--- src/rtl/flash_status_pkg.sv ---
`timescale 1ns/1ps
// Shared types for the flash status generator.
package flash_status_pkg;
    typedef enum logic [1:0] {ST_IDLE = 2'd0, ST_BUSY = 2'd1, ST_FAIL = 2'd2} op_state_t;
    typedef enum logic [1:0] {OP_PROG = 2'd0, OP_SERASE = 2'd1, OP_CERASE = 2'd2} op_kind_t;
endpackage

--- src/rtl/fsg_array.sv ---
`timescale 1ns/1ps
// Register array standing in for the flash cells.
// Has two combinational read ports: one for the host, one for the sequencer's pre-check.
// A program ANDs data into one byte. An erase sets all bytes of the masked sectors to 0xFF.
// Assumes program and erase never occur in the same cycle.
module fsg_array #(
    parameter int ADDR_W = 6,
    parameter int SECT_W = 2
) (
    input  logic                 clk,
    input  logic                 rst_n,
    input  logic [ADDR_W-1:0]    rd_addr,
    output logic [7:0]           rd_byte,
    input  logic [ADDR_W-1:0]    chk_addr,
    output logic [7:0]           chk_byte,
    input  logic                 pgm_en,
    input  logic [ADDR_W-1:0]    pgm_addr,
    input  logic [7:0]           pgm_data,
    input  logic                 erase_en,
    input  logic [2**SECT_W-1:0] erase_mask
);
    localparam int DEPTH  = 2**ADDR_W;
    localparam int SECT_SH = ADDR_W - SECT_W;

    logic [7:0] mem [DEPTH];

    assign rd_byte  = mem[rd_addr];
    assign chk_byte = mem[chk_addr];

    // Update cells: reset to erased, clear bits on program, set sectors on erase.
    always_ff @(posedge clk) begin
        if (!rst_n) begin
            for (int i = 0; i < DEPTH; i++) mem[i] <= 8'hFF;
        end else if (erase_en) begin
            for (int i = 0; i < DEPTH; i++)
                if (erase_mask[i >> SECT_SH]) mem[i] <= 8'hFF;
        end else if (pgm_en) begin
            mem[pgm_addr] <= mem[pgm_addr] & pgm_data;
        end
    end

    generate
        for (genvar g = 0; g < DEPTH; g++) begin : g_cell_chk

            no_bit_set_chk: assert property (@(posedge clk) disable iff (!rst_n)
                !erase_en |=> ((mem[g] & ~$past(mem[g])) == 8'h00));
        end
    endgenerate
endmodule

--- src/rtl/fsg_sequencer.sv ---
`timescale 1ns/1ps
// Operation sequencer. Accepts command pulses in idle and picks each operation's duration.
// The duration depends on protection, and on whether a program is possible at all.
// Counts the operation down and fires the array write on its last cycle.
// Enters the failed state when an impossible program runs out.
// Assumes command pulses last one cycle. Priority is chip erase, then sector erase, then program.
module fsg_sequencer
    import flash_status_pkg::*;
#(
    parameter int ADDR_W         = 6,
    parameter int SECT_W         = 2,
    parameter int PROG_CYC       = 6,
    parameter int PROT_PROG_CYC  = 10,
    parameter int ERASE_CYC      = 20,
    parameter int PROT_ERASE_CYC = 40,
    parameter int LIMIT_CYC      = 30
) (
    input  logic                 clk,
    input  logic                 rst_n,
    input  logic                 cmd_prog,
    input  logic                 cmd_sect_erase,
    input  logic                 cmd_chip_erase,
    input  logic                 cmd_reset,
    input  logic [ADDR_W-1:0]    cmd_addr,
    input  logic [7:0]           cmd_data,
    input  logic [2**SECT_W-1:0] prot_mask,
    input  logic [7:0]           old_byte,
    output op_state_t            st,
    output op_kind_t             kind,
    output logic [7:0]           op_data,
    output logic                 pgm_en,
    output logic [ADDR_W-1:0]    pgm_addr,
    output logic                 erase_en,
    output logic [2**SECT_W-1:0] erase_mask
);
    localparam int NSECT = 2**SECT_W;
    localparam int MAX1  = (PROG_CYC > PROT_PROG_CYC) ? PROG_CYC : PROT_PROG_CYC;
    localparam int MAX2  = (ERASE_CYC > PROT_ERASE_CYC) ? ERASE_CYC : PROT_ERASE_CYC;
    localparam int MAX3  = (MAX1 > MAX2) ? MAX1 : MAX2;
    localparam int MAXC  = (MAX3 > LIMIT_CYC) ? MAX3 : LIMIT_CYC;
    localparam int CNT_W = $clog2(MAXC + 1);
    localparam logic [CNT_W-1:0] L_PROG   = CNT_W'(PROG_CYC - 1);
    localparam logic [CNT_W-1:0] L_PPROG  = CNT_W'(PROT_PROG_CYC - 1);
    localparam logic [CNT_W-1:0] L_ERASE  = CNT_W'(ERASE_CYC - 1);
    localparam logic [CNT_W-1:0] L_PERASE = CNT_W'(PROT_ERASE_CYC - 1);
    localparam logic [CNT_W-1:0] L_LIMIT  = CNT_W'(LIMIT_CYC - 1);

    logic [CNT_W-1:0]  cnt;
    logic              does_write;
    logic              doomed;
    logic [NSECT-1:0]  emask_q;
    logic [SECT_W-1:0] csect;
    logic [NSECT-1:0]  unprot;
    logic              last_cyc;

    assign csect    = cmd_addr[ADDR_W-1 -: SECT_W];
    assign unprot   = ~prot_mask;
    assign last_cyc = (st == ST_BUSY) && (cnt == '0);

    // Accept commands, run the countdown and move between idle, busy and failed.
    always_ff @(posedge clk) begin
        if (!rst_n) begin
            st         <= ST_IDLE;
            kind       <= OP_PROG;
            cnt        <= '0;
            op_data    <= 8'h00;
            pgm_addr   <= '0;
            does_write <= 1'b0;
            doomed     <= 1'b0;
            emask_q    <= '0;
        end else begin
            case (st)
                ST_IDLE: begin
                    if (cmd_chip_erase) begin
                        st         <= ST_BUSY;
                        kind       <= OP_CERASE;
                        emask_q    <= unprot;
                        does_write <= |unprot;
                        doomed     <= 1'b0;
                        cnt        <= (|unprot) ? L_ERASE : L_PERASE;
                    end else if (cmd_sect_erase) begin
                        st         <= ST_BUSY;
                        kind       <= OP_SERASE;
                        emask_q    <= NSECT'(1) << csect;
                        does_write <= !prot_mask[csect];
                        doomed     <= 1'b0;
                        cnt        <= prot_mask[csect] ? L_PERASE : L_ERASE;
                    end else if (cmd_prog) begin
                        st       <= ST_BUSY;
                        kind     <= OP_PROG;
                        op_data  <= cmd_data;
                        pgm_addr <= cmd_addr;
                        if (prot_mask[csect]) begin
                            does_write <= 1'b0;
                            doomed     <= 1'b0;
                            cnt        <= L_PPROG;
                        end else if ((cmd_data & ~old_byte) != 8'h00) begin
                            does_write <= 1'b0;
                            doomed     <= 1'b1;
                            cnt        <= L_LIMIT;
                        end else begin
                            does_write <= 1'b1;
                            doomed     <= 1'b0;
                            cnt        <= L_PROG;
                        end
                    end
                end
                ST_BUSY: begin
                    if (cnt == '0) st <= doomed ? ST_FAIL : ST_IDLE;
                    else           cnt <= cnt - 1'b1;
                end
                ST_FAIL: begin
                    if (cmd_reset) st <= ST_IDLE;
                end
                default: st <= ST_IDLE;
            endcase
        end
    end

    assign pgm_en     = last_cyc && does_write && (kind == OP_PROG);
    assign erase_en   = last_cyc && does_write && (kind != OP_PROG);
    assign erase_mask = emask_q;


    fail_sticky_chk: assert property (@(posedge clk) disable iff (!rst_n)
        (st == ST_FAIL && !cmd_reset) |=> st == ST_FAIL);

    busy_no_restart_chk: assert property (@(posedge clk) disable iff (!rst_n)
        (st == ST_BUSY && cnt != '0) |=> (st == ST_BUSY && $stable(kind)));

    fail_no_write_chk: assert property (@(posedge clk) disable iff (!rst_n)
        doomed |-> !(pgm_en || erase_en));
endmodule

--- src/rtl/fsg_status.sv ---
`timescale 1ns/1ps
// Read-out stage. Registers either the array byte or the status word on each read strobe.
// Flips the toggle flag on every status read.
// Assumes the state and operation kind come from the sequencer.
module fsg_status
    import flash_status_pkg::*;
(
    input  logic       clk,
    input  logic       rst_n,
    input  logic       rd_en,
    input  op_state_t  st,
    input  op_kind_t   kind,
    input  logic [7:0] op_data,
    input  logic [7:0] array_byte,
    output logic [7:0] rd_data
);
    logic       tgl;
    logic       poll_bit;
    logic [7:0] status_word;
    logic       status_rd;

    assign poll_bit    = (kind == OP_PROG) ? ~op_data[7] : 1'b0;
    assign status_word = {poll_bit, tgl, (st == ST_FAIL), 1'b0,
                          (kind == OP_SERASE), 3'b000};
    assign status_rd   = rd_en && (st != ST_IDLE);

    // Capture the read result and advance the toggle flag on status reads.
    always_ff @(posedge clk) begin
        if (!rst_n) begin
            rd_data <= 8'h00;
            tgl     <= 1'b0;
        end else if (rd_en) begin
            if (st == ST_IDLE) begin
                rd_data <= array_byte;
            end else begin
                rd_data <= status_word;
                tgl     <= ~tgl;
            end
        end
    end


    toggle_flip_chk: assert property (@(posedge clk) disable iff (!rst_n)
        (status_rd && $past(status_rd)) |=> rd_data[6] != $past(rd_data[6]));

    no_early_fail_chk: assert property (@(posedge clk) disable iff (!rst_n)
        (rd_en && st == ST_BUSY) |=> !rd_data[5]);

    erase_kind_chk: assert property (@(posedge clk) disable iff (!rst_n)
        (rd_en && st == ST_BUSY && kind == OP_SERASE) |=> (rd_data[3] && !rd_data[7]));

    zero_bits_chk: assert property (@(posedge clk) disable iff (!rst_n)
        status_rd |=> (rd_data[4] == 1'b0 && rd_data[2:0] == 3'b000));

    hold_chk: assert property (@(posedge clk) disable iff (!rst_n)
        !rd_en |=> $stable(rd_data));
endmodule

--- src/rtl/flash_status_gen.sv ---
`timescale 1ns/1ps
// Top of the flash status generator. Connects the sequencer, the register array
// and the read-out stage. Assumes synchronous single-clock use.
module flash_status_gen
    import flash_status_pkg::*;
#(
    parameter int ADDR_W         = 6,
    parameter int SECT_W         = 2,
    parameter int PROG_CYC       = 6,
    parameter int PROT_PROG_CYC  = 10,
    parameter int ERASE_CYC      = 20,
    parameter int PROT_ERASE_CYC = 40,
    parameter int LIMIT_CYC      = 30
) (
    input  logic                 clk,
    input  logic                 rst_n,
    input  logic                 rd_en,
    input  logic [ADDR_W-1:0]    rd_addr,
    output logic [7:0]           rd_data,
    input  logic                 cmd_prog,
    input  logic                 cmd_sect_erase,
    input  logic                 cmd_chip_erase,
    input  logic                 cmd_reset,
    input  logic [ADDR_W-1:0]    cmd_addr,
    input  logic [7:0]           cmd_data,
    input  logic [2**SECT_W-1:0] prot_mask
);
    localparam int NSECT = 2**SECT_W;

    op_state_t         st;
    op_kind_t          kind;
    logic [7:0]        op_data;
    logic [7:0]        old_byte;
    logic [7:0]        array_byte;
    logic              pgm_en;
    logic [ADDR_W-1:0] pgm_addr;
    logic              erase_en;
    logic [NSECT-1:0]  erase_mask;

    fsg_sequencer #(
        .ADDR_W(ADDR_W), .SECT_W(SECT_W), .PROG_CYC(PROG_CYC),
        .PROT_PROG_CYC(PROT_PROG_CYC), .ERASE_CYC(ERASE_CYC),
        .PROT_ERASE_CYC(PROT_ERASE_CYC), .LIMIT_CYC(LIMIT_CYC)
    ) i_seq (
        .clk(clk), .rst_n(rst_n),
        .cmd_prog(cmd_prog), .cmd_sect_erase(cmd_sect_erase),
        .cmd_chip_erase(cmd_chip_erase), .cmd_reset(cmd_reset),
        .cmd_addr(cmd_addr), .cmd_data(cmd_data), .prot_mask(prot_mask),
        .old_byte(old_byte), .st(st), .kind(kind), .op_data(op_data),
        .pgm_en(pgm_en), .pgm_addr(pgm_addr),
        .erase_en(erase_en), .erase_mask(erase_mask)
    );

    fsg_array #(.ADDR_W(ADDR_W), .SECT_W(SECT_W)) i_arr (
        .clk(clk), .rst_n(rst_n),
        .rd_addr(rd_addr), .rd_byte(array_byte),
        .chk_addr(cmd_addr), .chk_byte(old_byte),
        .pgm_en(pgm_en), .pgm_addr(pgm_addr), .pgm_data(op_data),
        .erase_en(erase_en), .erase_mask(erase_mask)
    );

    fsg_status i_stat (
        .clk(clk), .rst_n(rst_n), .rd_en(rd_en),
        .st(st), .kind(kind), .op_data(op_data),
        .array_byte(array_byte), .rd_data(rd_data)
    );
endmodule

--- config.mk ---
export PLATFORM = sky130hd
export DESIGN_NAME = flash_status_gen
export DESIGN_NICKNAME = d
export VERILOG_FILES = /design/src/rtl/flash_status_pkg.sv /design/src/rtl/fsg_array.sv /design/src/rtl/fsg_sequencer.sv /design/src/rtl/fsg_status.sv /design/src/rtl/flash_status_gen.sv
export SDC_FILE = /design/constraint.sdc
export NUM_CORES = 1
export LEC_CHECK = 0
export BUFFER_PORTS_ARGS = -buffer_cell sky130_fd_sc_hd__clkbuf_2
export CAP_MARGIN = 20
export CORE_AREA = 5 5 263 265
export CTS_CLUSTER_DIAMETER = 30
export CTS_CLUSTER_SIZE = 40
export DETAILED_ROUTE_END_ITERATION = 10
export DIE_AREA = 0 0 268 270
export PLACE_DENSITY = 0.71
export SLEW_MARGIN = 30
export SYNTH_ARGS = -nofsm -noshare
export SYNTH_HDL_FRONTEND = slang
export SYNTH_SLANG_ARGS = --single-unit
--- constraint.sdc ---
create_clock -name clk -period 4.6 [get_ports clk]
set_input_delay 0.46 -clock clk [delete_from_list [all_inputs] [get_ports clk]]
set_output_delay 0.46 -clock clk [all_outputs]
set_load 0.05 [all_outputs]
==> out/metrics.yaml, run 1 <==
status: "completed"
drcViolationCount: 0
r2r_slack_ns: 0.75
p_leak_nw: 9.94
required_ns: 4.99
timing.hold.ws_ns: 0.0533
rr_worst_depth: 7
syn-num-nets: 2307
hold_class: "input port to register"
drive_above_1_share: 0.338
setup_violations: 0
cts_sinks: 557
cts_tree: "yes"
final_cells: 3365
die_y_um: 270
rows: 95
initial_core_util: 0.492
drtIter0Drc: 3955
ys_ff_latch: 557
io_buffer_count: 38
hold_depth: 3
fin_crit_ns: 3.85
syn_area_per_cell_um2: 14.4
grt_use_met1: 0.408
nets: 2419
dieArea_um2: 72400
slew_viol_final: 0
synth_cell_types: 60
synth_ff_type: "edfxtp_1"
yosys.area.top_type: "edfxtp_1"
antenna_found_initial: 10
grt_overflow: 0
dp_hpwl_um: 77600
fin_area_um2: 38600
ios: 39
syn-instance-count: 2273
coreArea_um2: 66600
ir_drop_mv: 0.356
synthTopCellsByArea: "edfxtp_1 47%, mux4_2 28%, nand2_1 6.7%"
grt_first_pass_wirelength_um: 165000
max_cap_viol_count: 0
dp_cells: 3125
place_congestion: 1.04
vias: 24100
ant_nets: 0
async_flop_share: 0
postPlaceCellArea_um2: 34100
min_to: "i_seq.kind[1]"
clock_skew_ns: 0.0343
slew_headroom: 0.256
clk_latency_ns: 0.73
drt-pass1-iter-count: 7
clockRootBuffer: "clkbuf_16"
final_core_util: 0.579
routed_wl_um: 114000
grt_usage: 0.315
critPathMaxFanout: 32
area_delta_synth_final_pct: 17.7
tns_ns: 0
cts-htree-levels: 4
use_met2: 0.469
endpoint_kind: "register"
fillers: 4970
yosysSeqAreaShare: 0.497
routed_via_density: 7.17
fin_crit_sh: 0.836
busiest_layer: "met2"
tightest_slew_ns: 1.11
power_density_nw_per_um2: 414
start_kind: "register"
hold_viol_final: 0
worstSetupPathType: "register to register"
cts.path.max_buffers: 3
die_w_um: 268
fmaxAchievable_ghz: 0.260
synthDominantCellAreaShare: 0.469
hold_path_startpoint: "cmd_chip_erase"
rsz0062_at_grt: "false"
synth_area_um2: 32800
numCtsBuffers: 130
wl_per_cell_um: 33.9
worstPathArrival_ns: 4.24
cts.clk_slew.worst_paths_ns: 0.04
grt_pass1_vias: 23800
r2r_end: "i_arr.mem[36][7]"
synth_edf_count: 512
synth_warnings: 0
met3_usage: 0.114
grt_max_degree: 72
[layer usage]
metal | routed length, um | vias to the layer above
li1 | - | 9311
met1 | 37100 | 12000
met2 | 51500 | 2286
met3 | 17900 | 468
met4 | 7650 | 6
met5 | 33 | -
[layout make-up]
cell class              count  area [um^2]  share of cell area
diodes                      5         12.5            0.000324
clock buffers             151         3460              0.0897
clock inverters            83          963              0.0250
inverters                   7         26.3            0.000681
multi-input cells        1504        15200               0.395
flip-flops and latches    557        16300               0.422
well taps                 873         1090              0.0283
repair buffers            185         1480              0.0384
[cells by family after synthesis]
logic type | count (synthesis) | share of synthesized area
AO/OA/AOI/OAI | 212 | 0.0394
XOR/XNOR | 1 | 0.000267
adder cells (fa/ha/maj) | 3 | 0.00115
buffers and inverters | 212 | 0.0389
flip-flops | 557 | 0.497
multiplexers | 513 | 0.329
AND/OR/NAND/NOR | 775 | 0.0948
[Yosys cell counts, types with 2 or more instances]
cell type and number:
nor2b_1 8, a21oi_1 54, a32oi_1 2, and2_1 2
a211o_1 3, dfxtp_1 45, buf_4 61, a22oi_1 26
buf_2 25, nand2_1 586, or3b_2 5, mux4_4 5
o21ai_0 82, nand3b_1 6, buf_12 7, nand2b_1 7
mux2i_1 66, inv_1 5, a211oi_1 5, or3_1 3
o311ai_0 2, a22o_1 2, mux2_2 5, a311oi_1 2
ha_1 3, nor3_1 4, clkbuf_1 75, o2111ai_1 3
buf_1 21, edfxtp_1 512, nand2_2 8, buf_6 9
mux4_1 24, nand4_1 6, buf_8 2, clkbuf_4 4
nand3_1 25, mux4_2 413, a221oi_2 3, a31oi_1 4
and3_1 3, o22ai_1 5, nor2_1 107, o21ai_1 3
o211ai_1 10
[report_power, final]
group          internal (mW)  switching, mW
clock                   6.31           2.98
sequential              5.56         0.0571
combinational          0.338          0.700
[per-stage QoR]
stage,power (mW),setup slack (ns)
2_1_floorplan,6.37,1.54
3_3_place_gp,6.68,0.539
3_5_place_dp,6.70,0.798
4_1_cts,15.9,0.789
5_1_grt,16.3,0.655
6_report,15.9,0.753
[registers in the layout, summed over array words and instances, names as in the netlist, named ones only]
signal,flops
i_arr.mem,512
i_seq.op_data,8
i_stat.rd_data,8
i_seq.cnt,6
i_seq.pgm_addr,6
i_seq.erase_mask,4
i_seq.kind,2
i_seq.st,2
i_seq.does_write,1
i_seq.doomed,1
i_stat.tgl,1
[cell usage in the layout (no fill, tap or decap), drive strengths merged, types with 6 or more instances in the layout]
| cell | instances |
|---|---|
| a22oi | 26 |
| nand2 | 594 |
| a211oi | 6 |
| mux2i | 66 |
| mux4 | 442 |
| clkinvlp | 12 |
| a21oi | 54 |
| inv | 17 |
| edfxtp | 512 |
| o21ai | 85 |
| nand2b | 7 |
| buf | 149 |
| clkbuf | 186 |
| clkinv | 44 |
| dfxtp | 45 |
| nand3b | 6 |
| nand3 | 25 |
| o211ai | 10 |
| nor2 | 107 |
| bufinv | 17 |
| nor2b | 8 |
| nand4 | 6 |
[repair_timing]
item                      4_1_cts  5_1_grt
hold endpoints to repair        1        0
hold buffers                    1        0
resized for setup               0        0
buffers inserted                0        0
[worst max-delay path, stage by stage, from the launching register on]
cell and delay, ns:
dfxtp_4 0.73, buf_12 0.36, mux4_2 0.57, mux4_2 0.60, mux4_2 0.52, nand2_2 0.09
buf_4 0.41, nand2_1 0.17
[worst max-delay path by stage]
stage | from | endpoint | depth (start not counted)
after global placement | cmd_addr[2] | i_seq.cnt[3] | 11
after detailed placement | cmd_addr[2] | i_seq.cnt[4] | 10
final | register | i_arr.mem[36][7] | 7
after floorplan | rd_addr[0] | i_stat.rd_data[3] | 7
after CTS | register | i_arr.mem[36][7] | 7
after global routing | i_seq.st[0] | i_arr.mem[36][7] | 7
(Power assumes the default switching activity.)
==> run 2: changes to the inputs <==
==> constraint.sdc (replaced) <==
create_clock -name clk -period 4 [get_ports clk]
set_input_delay 0.4 -clock clk [delete_from_list [all_inputs] [get_ports clk]]
set_output_delay 0.4 -clock clk [all_outputs]
set_load 0.05 [all_outputs]
==> run 2 against run 1 <==
Net effect: sequential cell count is the same; register-to-register slack got worse by 0.24 ns; clock-buffer cell count shrank 22; fmax grew 10%; largest power group unchanged; highest routed layer unchanged.
==> out/metrics.yaml, run 2 (synthesis results as in run 1) <==
status: "completed"
final_common_cell: "nand2_1"
initial_core_util: 0.492  # unchanged
routed_wl_um: 111000  # -3.1%
fin_crit_ns: 3.49  # -0.356 ns
numCtsBuffers: 114  # -12%
grt_pass1_vias: 23500  # -1.1%
ir_drop_mv: 0.375  # +5.4%
hold_class: "input port to register"
setup_violations: 0  # unchanged
endpoint_kind: "register"
start_kind: "register"
cts_tree: "yes"
nets: 2454  # +1.4%
required_ns: 4.36  # -0.63 ns
antenna_found_initial: 7  # -3
final_core_util: 0.583  # +0.00412
ios: 39  # unchanged
fmaxAchievable_ghz: 0.286  # +10%
io_buffer_count: 38  # unchanged
drcViolationCount: 0  # unchanged
cts.path.max_buffers: 3  # unchanged
cts.clk_slew.worst_paths_ns: 0.05  # about the same
drive_above_1_share: 0.350  # +0.0120
top_register: "i_arr.mem"
fillers: 4979  # +0.18%
drtIter0Drc: 3826  # -3.3%
clock_skew_ns: 0.0537  # +0.0194 ns
dp_hpwl_um: 77600  # about the same
area_delta_synth_final_pct: 18.5
hold_depth: 3  # unchanged
slew_headroom: 0.318  # +0.0618
ant_nets: 0  # unchanged
place_congestion: 1.01  # -2.6%
grt_usage: 0.306  # -0.00934
rr_worst_depth: 7  # unchanged
p_leak_nw: 10.1  # +1.8%
cts-htree-levels: 3  # -1
grt_first_pass_wirelength_um: 161000  # -2.6%
worstSetupPathType: "register to register"
fin_crit_sh: 0.873  # +0.0365
multi_input_area_um2: 15200  # -0.12%
grt_overflow: 0  # unchanged
die_w_um: 268  # unchanged
postCtsResizedCells: 0  # unchanged
rsz0062_at_grt: "false"
routed_via_density: 7.03  # -1.9%
finalPower_mw: 17.4  # +9.3%
top_regs: "i_arr.mem (512), i_seq.op_data (8), i_stat.rd_data (8)"
worstPathArrival_ns: 3.85  # -0.39 ns
grt_max_degree: 53  # -26%
dieArea_um2: 72400  # unchanged
cts_sinks: 557  # unchanged
clk_latency_ns: 0.70  # -0.03 ns
timing.hold.ws_ns: 0.0263  # -0.0270 ns
seqCellArea_um2: 16300  # about the same
tns_ns: 0  # unchanged
final_cell_mix: "586 x nand2_1, 512 x edfxtp_1, 413 x mux4_2"
slew_viol_final: 0  # unchanged
tightest_slew_ns: 1.01  # -0.0993 ns
power_density_nw_per_um2: 449  # +8.5%
vias: 23900  # -0.87%
drt-pass1-iter-count: 7  # unchanged
max_cap_viol_count: 0  # unchanged
die_y_um: 270  # unchanged
cts_post_setup_buffers_inserted: 0  # unchanged
rows: 95  # unchanged
clockRootBuffer: "clkbuf_16"
hold_viol_final: 0  # unchanged
critPathMaxFanout: 32  # unchanged
largest_register_ffs: 512  # unchanged
coreArea_um2: 66600  # unchanged
wl_per_cell_um: 32.6  # -4.1%
-- run 2: cell types whose count changed in the layout (fill, tap and decap cells not counted), sizes merged --
cell,change
bufinv,-4
clkbuf,-22
buf,+49
clkinv,+2
inv,+7
dlygate4sd3,+2
clkinvlp,+1
-- run 2: final cells by class --
class | count | share of cell area
antenna | 5 | 0.000322
clock buffer | 129 | 0.0784
clock inverter | 89 | 0.0252
inverter | 7 | 0.000677
multi-input combinational | 1504 | 0.392
sequential | 557 | 0.419
tap | 873 | 0.0281
timing repair buffer | 236 | 0.0560
-- run 2: through the flow --
stage / area, um^2 / std cells / setup WS (ns)
2_1_floorplan: 32800 / 2273 / 1.00
3_3_place_gp: 34800 / 3174 / 0.575
3_5_place_dp: 34800 / 3174 / 0.514
4_1_cts: 38800 / 3395 / 0.600
5_1_grt: 38800 / 3395 / 0.529
6_report: 38800 / 3400 / 0.509
-- run 2: worst max-delay path, cell delays in order, from the launching register on --
cell and delay, ns:
dfxtp_4 0.74, buf_4 0.33, mux4_2 0.40, mux4_2 0.59
mux4_2 0.55, nand2_2 0.15, buf_12 0.21, nand2_1 0.09
-- run 2: worst paths after layout --
check,startpoint,endpoint,slack (ns)
max,register,i_arr.mem[38][6],0.51
min,cmd_data[7],i_seq.op_data[7],0.03
max reg2reg,register,i_arr.mem[38][6],0.51
min reg2reg,i_stat.rd_data[2],i_stat.rd_data[2],0.47
-- run 2: metal layers --
metal | track usage | share of wire | vias to the layer above
li1 | - | - | 9366
met1 | 0.410 | 0.33 | 11900
met2 | 0.449 | 0.44 | 2231
met3 | 0.0983 | 0.16 | 448
met4 | 0.161 | 0.067 | 10
met5 | 0 | 0.00061 | -
-- run 2: report_power, final --
group / switching [mW] / internal, mW
Sequential: 0.0468 / 6.38
Combinational: 0.804 / 0.431
Clock: 3.40 / 6.37
-- run 2: timing repair --
action	CTS	global route
hold buffers	3	0
hold endpoints to repair	3	0
setup endpoints to repair	0	0
